==> src/rtl/faw_pkg.sv <==
package faw_pkg;
    localparam int unsigned FAW_ACTS       = 4;
    localparam int unsigned FAW_MAX_WINDOW = 62;

    function automatic int unsigned faw_cnt_width(input int unsigned window);
        return (window < 1) ? 1 : $clog2(window + 1);
    endfunction
endpackage

==> src/rtl/faw_history.sv <==
module faw_history #(
    parameter int unsigned WINDOW = 16
) (
    input  logic              clk,
    input  logic              rst_n,
    input  logic              act_i,
    output logic [WINDOW-1:0] hist_o,
    output logic              expire_o
);
    typedef struct packed {
        logic [WINDOW-1:0] hist;
    } hist_state_t;

    hist_state_t st_d, st_q;

    always_comb begin
        st_d      = st_q;
        // age first, then place the new mark at the top
        st_d.hist = st_q.hist >> 1;
        if (act_i) begin
            st_d.hist[WINDOW-1] = 1'b1;
        end
    end

    always_ff @(posedge clk or negedge rst_n) begin
        if (!rst_n) begin
            st_q <= '0;
        end else begin
            st_q <= st_d;
        end
    end

    assign hist_o   = st_q.hist;
    assign expire_o = st_q.hist[0];

    AST_ACT_ENTERS_TOP: assert property (@(posedge clk) disable iff (!rst_n)
        act_i |=> hist_o[WINDOW-1]);
endmodule

==> src/rtl/faw_counter.sv <==
module faw_counter
    import faw_pkg::*;
#(
    parameter int unsigned WINDOW = 16,
    parameter int unsigned CW     = 5
) (
    input  logic          clk,
    input  logic          rst_n,
    input  logic          act_i,
    input  logic          expire_i,
    output logic [CW-1:0] cnt_o,
    output logic          ok_o
);
    localparam int unsigned LIMIT = FAW_ACTS;

    typedef struct packed {
        logic [CW-1:0] cnt;
    } cnt_state_t;

    cnt_state_t st_d, st_q;

    always_comb begin
        st_d = st_q;
        case ({act_i, expire_i})
            2'b10:   st_d.cnt = st_q.cnt + 1'b1;
            2'b01:   st_d.cnt = st_q.cnt - 1'b1;
            default: st_d.cnt = st_q.cnt;
        endcase
    end

    always_ff @(posedge clk or negedge rst_n) begin
        if (!rst_n) begin
            st_q <= '0;
        end else begin
            st_q <= st_d;
        end
    end

    assign cnt_o = st_q.cnt;
    assign ok_o  = (32'(st_q.cnt) < LIMIT);

    AST_NO_OVERFLOW: assert property (@(posedge clk) disable iff (!rst_n)
        32'(cnt_o) <= WINDOW);
endmodule

==> src/rtl/faw_limiter.sv <==
module faw_limiter
    import faw_pkg::*;
#(
    parameter int unsigned WINDOW = 16
) (
    input  logic clk,
    input  logic rst_n,
    input  logic act_i,
    output logic act_ok_o
);
    localparam int unsigned CW = faw_cnt_width(WINDOW);

    generate
        if (WINDOW == 0) begin : g_bypass
            assign act_ok_o = 1'b1;
        end else begin : g_limit
            logic [WINDOW-1:0] hist_w;
            logic              expire_w;
            logic [CW-1:0]     cnt_w;

            faw_history #(.WINDOW(WINDOW)) u_hist (
                .clk      (clk),
                .rst_n    (rst_n),
                .act_i    (act_i),
                .hist_o   (hist_w),
                .expire_o (expire_w)
            );

            faw_counter #(.WINDOW(WINDOW), .CW(CW)) u_cnt (
                .clk      (clk),
                .rst_n    (rst_n),
                .act_i    (act_i),
                .expire_i (expire_w),
                .cnt_o    (cnt_w),
                .ok_o     (act_ok_o)
            );

            AST_COUNT_TRACKS: assert property (@(posedge clk) disable iff (!rst_n)
                $countones(hist_w) == 32'(cnt_w));
            AST_RETIRE_DROPS: assert property (@(posedge clk) disable iff (!rst_n)
                (hist_w[0] && !act_i) |=> (32'(cnt_w) + 1 == 32'($past(cnt_w))));
            AST_SWAP_HOLDS: assert property (@(posedge clk) disable iff (!rst_n)
                (hist_w[0] && act_i) |=> $stable(cnt_w));
            AST_BLOCK_ONLY_FULL: assert property (@(posedge clk) disable iff (!rst_n)
                !act_ok_o |-> ($countones(hist_w) >= FAW_ACTS));
        end
    endgenerate
endmodule

==> config.mk <==
export PLATFORM = sky130hd
export DESIGN_NAME = faw_limiter
export DESIGN_NICKNAME = d
export VERILOG_FILES = /design/src/rtl/faw_pkg.sv /design/src/rtl/faw_history.sv /design/src/rtl/faw_counter.sv /design/src/rtl/faw_limiter.sv
export SDC_FILE = /design/constraint.sdc
export NUM_CORES = 1
export LEC_CHECK = 0
export BUFFER_PORTS_ARGS = -buffer_cell sky130_fd_sc_hd__buf_4
export CORE_MARGIN = 2
export CORE_UTILIZATION = 55
export CTS_BUF_LIST = sky130_fd_sc_hd__clkbuf_8
export CTS_CLUSTER_DIAMETER = 50
export DETAILED_ROUTE_END_ITERATION = 10
export GPL_ROUTABILITY_DRIVEN = 0
export MAX_ROUTING_LAYER = met4
export PLACE_DENSITY = 0.84
export SETUP_SLACK_MARGIN = 0.15
export SLEW_MARGIN = 20
export SYNTH_ARGS = -nofsm -noshare
export SYNTH_HDL_FRONTEND = slang
export SYNTH_SLANG_ARGS = --single-unit
==> constraint.sdc <==
create_clock -name clk -period 2.2 [get_ports clk]
set_input_delay 0.44 -clock clk [delete_from_list [all_inputs] [get_ports clk]]
set_output_delay 0.44 -clock clk [all_outputs]
set_load 0.01 [all_outputs]
# Yosys cells after proc, flatten, opt, wreduce, memory -nomap -nowiden
# Cells that the tools add are included.
# word_totals
wordCells	10
reg_bits	21
ramBits	0
in_bits	3
mem_bits_ro	0
output_inout_bits	1
n_memories	0
latchBits	0
# op_classes
bitwise_logic	0
n_addsub	2
eq_ne	2
mux	2
mul	0
n_lt_le_gt_ge	1
shift	0
div_mod_pow	0
n_reduce_logical	1
# ops
cell	count
$pmux 5 s2	1
$add 5x1->5 const B	1
$lt 5x3->1 const B	1
$sub 5x1->5 const B	1
$eq 2x1->1 const B	1
$eq 2x2->1 const B	1
$reduce_bool 2->1	1
$mux 1	1

# Depth between registers and ports, before layout
# Gate-level depths: netlist of run 1.
# depth
depth_word	2
mapped_depth	9
mapped_depth_nobuf	8

# By module
# Synthesis of run 1 repeated with hierarchy kept, for this count alone.
# unflattened
cells_unflattened	59
area_unflattened_um2	800.8
# by_module_without_submodules
module	instances	seq_area_each_um2	cells_each	area_per_inst_um2
faw_history	1	400.4	17	407.9
faw_counter	1	125.1	42	392.9

# Least setup slack after synthesis of run 1
# No wires, ideal clock.
# synth_timing
path_type	in2reg
startpoint	in act_i
endpoint	reg g_limit.u_cnt.st_q (netlist bit g_limit.u_cnt.cnt_o[4])
setup_ns	0.125
path_slack_ns	0.414
cell_stages	9
arrival_time_ns	1.662
path_buffers	1
t_required_ns	2.075
path_cell_list	inv_1 > ha_1 > buf_2 > xor2_1 > ha_1 > o21ai_1 > a221oi_2 > o21ai_2 > xor2_1
# synth_between
elab_chain_len	2
word_cells_on_any_way	4
classes_between	eq/ne (2); mux (1); reduce/logical (1)
# synth_rtl
element	line	source
start, declared	faw_limiter.sv:8	input logic act_i,
$eq 2x1->1 or $eq 2x2->1 (tied branches)	faw_counter.sv:24	case ({act_i, expire_i})
$pmux 5 s2 or $reduce_bool 2->1 (tied branches)	-	
end signal, assigned	faw_counter.sv:35	st_q <= st_d;
end, declared	faw_counter.sv:20	cnt_state_t st_d, st_q;
# Several ways; a longest one is shown, not always the timed one.
# A chain may end at the register's enable or synchronous reset.

# Worst setup path after layout of run 1
# Same ends and word-level chain as after synthesis.

==> reports/qor.yml, run 1 <==
cts_tree: "yes"
antenna_found_initial: 0
drt_wl_total_microns: 918
numClockSinks: 21
post_cts_resized: 0
io_pins: 4
synthFlopType: "dfrtp_1"
ff2ff_setup_slack_ns: 0.46
synth_area_leaders: "dfrtp_1, ha_1, xor2_1"
r2r_end: "g_limit.u_cnt.cnt_o[2]"
synth.largest_area_cell: "dfrtp_1"
syn_avg_cell_area_sq_um: 14.5
h-tree-depth: 1
synth-seq-area-share_pct: 65.8
routed_via_density: 5.32
start_util_pct: 59.8
synth_warnings: 0
synth.distinct_cells: 21
rsz0062_at_grt: "no"
dpl.hpwl_microns: 640
clockRootBuffer: "clkbuf_8"
cp.required_ns: 2.34
synth-edff-count: 0
setup_tns_ns: 0
synth.top_cell.area_share_pct: 65.8
synth.most_common_cell: "dfrtp_1"
drive_gt1_share_pct: 20.3
via_count: 394
fp.dieH_microns: 42.1
ant_nets: 0
synthArstFlopShare_pct: 100
finalCriticalPeriod_ns: 1.75
power_density_nw_per_um2: 1130
whs_ns: 0.0491
grt_max_degree: 22
fin_skew_ns: 0.00231
cp_max_fo: 8
die_w_microns: 42.1
status: "complete, no violations"
firstDrtPassIters: 1
fin_crit_sh_pct: 79.4
holdBufCountCts: 0
synthesis.nets: 62
grt_overflow: 0
p_total_mw: 0.980
syn_inst: 55
synthTopCellsByCount: "dfrtp_1, xor2_1, ha_1"
io_buffers: 3
arrival_ns: 1.89
ir_drop_v: 0.000662
r2r-start: "g_limit.u_hist.hist_o[0]"
die-area_sq_um: 1770
grt_pass1_vias: 389
clkTransAtPathRegs_ns: 0.07
drv_slew: 0
clk_latency_ns: 0.25
maxSlewHeadroom_pct: 80.0
holdCritPathClass: "in -> async"
crit_path_end_kind: "flip-flop"
startpoint_type: "input port"
finalHoldViolCount: 0
grt_pass1_wl_microns: 1770
grt_use_total_pct: 13.8
path_class: "in -> reg"
maxCapViolations: 0
drc_errors: 0
final_nets: 67
syn2layout_area_growth_pct: 8.31
clockBufferDepth: 2
setup-violations-final: 0
cts_buffers: 3
diodes: 0
synth-seq-cells: 21
power_leakage_nw: 0.394
syn_area_sq_um: 798
post_cts_buffers: 0
worst_pin_slew_ns: 0.300
core-area_sq_um: 1330
rr_worst_depth: 7
rows: 13
wl_per_cell_microns: 12.4
fmax_mhz: 572
drtIter0Drc: 0
[per-layer routing]
layer | part of all wire [%] | GRT usage [%] | routed length [microns] | up-vias
met5 | 0 | - | 0 | -
met4 | 0.54 | 1.88 | 5 | 0
met3 | 4.5 | 6.47 | 41 | 2
met2 | 45 | 18.4 | 410 | 6
met1 | 50 | 19.8 | 461 | 196
li1 | - | - | - | 190
[critical path, stage by stage]
cell and delay [ns]:
buf_4 0.11, inv_1 0.07, ha_1 0.33, xor2_1 0.18
ha_1 0.20, o21ai_1 0.08, a221oi_2 0.25, o21ai_2 0.08
xor2_1 0.14
[sequential cells by signal (all words and copies together) (netlist names)]
| register | flops |
|---|---|
| g_limit.u_hist.hist_o | 16 |
| g_limit.u_cnt.cnt_o | 5 |
[power breakdown]
group | internal (mW) | leakage (nW) | switching (mW) | total (mW)
Combinational | 0.124 | 0.123 | 0.103 | 0.227
Clock | 0.126 | 0.0255 | 0.107 | 0.233
Sequential | 0.450 | 0.245 | 0.0712 | 0.521
[area by class of cell]
class | count | area [sq um]
clock buffer | 3 | 41.3
clock inverter | 1 | 5.00
fill | 98 | 469
inverter | 2 | 7.51
multi-input combinational | 29 | 244
sequential | 21 | 526
tap | 15 | 18.8
timing repair buffer | 3 | 22.5
[worst max path at each step]
| stage | endpoint | slack (ns) | cells past startpoint | startpoint |
|---|---|---|---|---|
| 2_1_floorplan | g_limit.u_cnt.cnt_o[4] | 0.41 | 9 | act_i |
| 3_3_place_gp | g_limit.u_cnt.cnt_o[4] | 0.18 | 9 | act_i |
| 3_5_place_dp | g_limit.u_cnt.cnt_o[4] | 0.18 | 9 | act_i |
| 4_1_cts | g_limit.u_cnt.cnt_o[4] | 0.45 | 9 | act_i |
| 5_1_grt | g_limit.u_cnt.cnt_o[4] | 0.29 | 7 | g_limit.u_hist.hist_o[0] |
| 6_report | g_limit.u_cnt.cnt_o[4] | 0.45 | 9 | act_i |
[kinds of logic (layout without fill, tap and decap cells)]
group	after synthesis	in the layout	share of synthesized area (%)
simple gates	12	12	10.3
buf+inv	5	9	3.60
mux	1	1	1.41
fa+ha+maj	4	4	6.27
flops	21	21	65.8
xor+xnor	7	7	7.68
compound gates	5	5	4.86
[layout by cell type, fill, tap and decap left out]
cell type / instances
dfrtp_1: 21
xor2_1: 5
ha_1: 4
clkbuf_8: 3
buf_4: 3
inv_1: 2
o21ai_1: 2
nor3b_2: 2
nor2_1: 2
nand4_1: 2
nand2_1: 2
xnor2_1: 2
nor3_1: 1
a221oi_2: 1
o21ai_2: 1
nand4b_1: 1
nand4bb_1: 1
nand3_1: 1
a21oi_1: 1
mux2_2: 1
clkinv_2: 1
[through the flow]
stage | cell area (sq um) | setup WS, ns | util [%] | std cells
3_3_place_gp | 818 | 0.181 | 61.4 | 70
2_1_floorplan | 798 | 0.414 | - | 55
4_1_cts | 865 | 0.452 | 64.8 | 74
3_5_place_dp | 818 | 0.180 | 61.4 | 70
6_report | 865 | 0.452 | 64.8 | 74
5_1_grt | 865 | 0.291 | 64.8 | 74
Power figures use the tool's default switching activity.
==> inputs of run 2 (changes only) <==
- clock period: 2.2 -> 1.8 ns (I/O delays scaled with it)
==> reports/qor.yml, run 2 (synthesized netlist as in run 1, its figures left out) <==
drt_wl_total_microns: 1040
worst_pin_slew_ns: 0.282
rows: 13
hold_depth: 1
setup-violations-final: 0
rsz0062_at_grt: "yes"
pre_cts_slack_ns: 0.0234
syn2layout_area_growth_pct: 16.6
ant_nets: 0
maxCapViolations: 0
io_pins: 4
final_cell_area_sq_um: 931
path_class: "reg -> reg"
cp.buffers_inverters: 0
fmax_mhz: 616
power_leakage_nw: 0.412
grt_overflow: 0
finalHoldViolCount: 0
wl_per_cell_microns: 13.3
crit_family: "flip-flops"
setup_tns_ns: 0
clockBufferDepth: 2
cp_max_fo: 3
cp.required_ns: 1.94
via_count: 405
dpl.hpwl_microns: 649
drtIter0Drc: 1
crit_path_end_kind: "flip-flop"
largest_reg_flops: 16
cpMaxStageDelayCell: "dfrtp_1"
clkTransAtPathRegs_ns: 0.07
r2r-start: "g_limit.u_hist.hist_o[0]"
rr_worst_depth: 7
fin_util_pct: 69.8
path_cells: "ha_4, xor2_1, ha_2, o21ai_2, a221oi_2, o21ai_2, xor2_1"
core-area_sq_um: 1330
finalWorstSetupSlack_ns: 0.175
min_from: "act_i"
diodes: 0
grt_max_degree: 22
finalCriticalPeriod_ns: 1.62
r2r_end: "g_limit.u_cnt.cnt_o[4]"
grt_pass1_wl_microns: 1890
drive_gt1_share_pct: 31.7
fp.dieH_microns: 42.1
maxSlewHeadroom_pct: 81.2
io_buffers: 3
cts_tree: "yes"
firstDrtPassIters: 3
power_density_nw_per_um2: 1360
holdCritPathClass: "in -> reg"
slowest_delay_ns: 0.42
placed_cell_area_sq_um: 842
clk_latency_ns: 0.25
fin_skew_ns: 0.00117
antenna_found_initial: 0
die_w_microns: 42.1
ff2ff_setup_slack_ns: 0.18
h-tree-depth: 1
die-area_sq_um: 1770
final_common_cell: "dfrtp_1"
arrival_ns: 1.76
start_util_pct: 59.8
drv_slew: 0
routed_via_density: 5.19
fin_crit_sh_pct: 90.3
min_to: "g_limit.u_hist.hist_o[15]"
mostFrequentLayoutCells: "dfrtp_1, buf_4, xor2_1, clkbuf_8"
final_nets: 71
grt_pass1_vias: 424
numClockSinks: 21
startpoint_type: "flip-flop"
drc_errors: 0
status: "complete, no violations"
grt_use_total_pct: 15.3
ir_drop_v: 0.000974
clockRootBuffer: "clkbuf_8"
p_total_mw: 1.27
cts_buffers: 3
-- run 2: cell count changes in the layout (fill, tap and decap cells not counted), sizes merged --
cell         change
clkinv           -1
buf              +3
dlygate4sd3      +1
inv              +1
-- run 2: repair_timing --
action                                  4_1_cts  5_1_grt
buffers inserted                              0        1
pin swaps                                     2        3
endpoints found under the setup margin        1        2
hold buffers                                  1        0
endpoints found under the hold margin        21        0
gates resized for setup                       1        2
-- run 2: per-layer routing --
layer | share of wire (%) | GRT usage (%) | vias to the layer above
met3 | 5.0 | 7.76 | 2
met1 | 52 | 20.1 | 195
met5 | 0 | - | -
met4 | 0.48 | 3.75 | 0
met2 | 42 | 21.3 | 8
li1 | - | - | 200
-- run 2: stage by stage --
stage	hold WS, ns	std cells
after CTS	0.223	77
after global routing	0.215	78
after detailed placement	0.249	72
after floorplan	0.0644	55
after global placement	0.245	72
final	0.229	78
-- run 2: final cells by class --
type	instances	area (sq um)
well taps	15	18.8
inverters	2	7.51
flip-flops and latches	21	526
fillers	99	403
multi-input cells	29	279
clock buffers	3	41.3
repair buffers	7	55.1
clock inverters	1	3.75
-- run 2: how the worst max path moves through the flow --
stage | from | end | slack, ns | cells past startpoint
detailed placement | act_i | g_limit.u_cnt.cnt_o[4] | 0.02 | 9
global placement | act_i | g_limit.u_cnt.cnt_o[4] | 0.04 | 9
CTS | g_limit.u_hist.hist_o[0] | g_limit.u_cnt.cnt_o[4] | 0.15 | 7
global route | g_limit.u_hist.hist_o[0] | g_limit.u_cnt.cnt_o[4] | 0.09 | 7
floorplan | g_limit.u_hist.hist_o[0] | g_limit.u_cnt.cnt_o[4] | 0.12 | 8
finish | g_limit.u_hist.hist_o[0] | g_limit.u_cnt.cnt_o[4] | 0.18 | 7
-- run 2: power by group --
| group | switching [mW] | internal (mW) |
|---|---|---|
| Sequential | 0.102 | 0.550 |
| Clock | 0.132 | 0.151 |
| Combinational | 0.141 | 0.191 |
| Total | 0.375 | 0.892 |
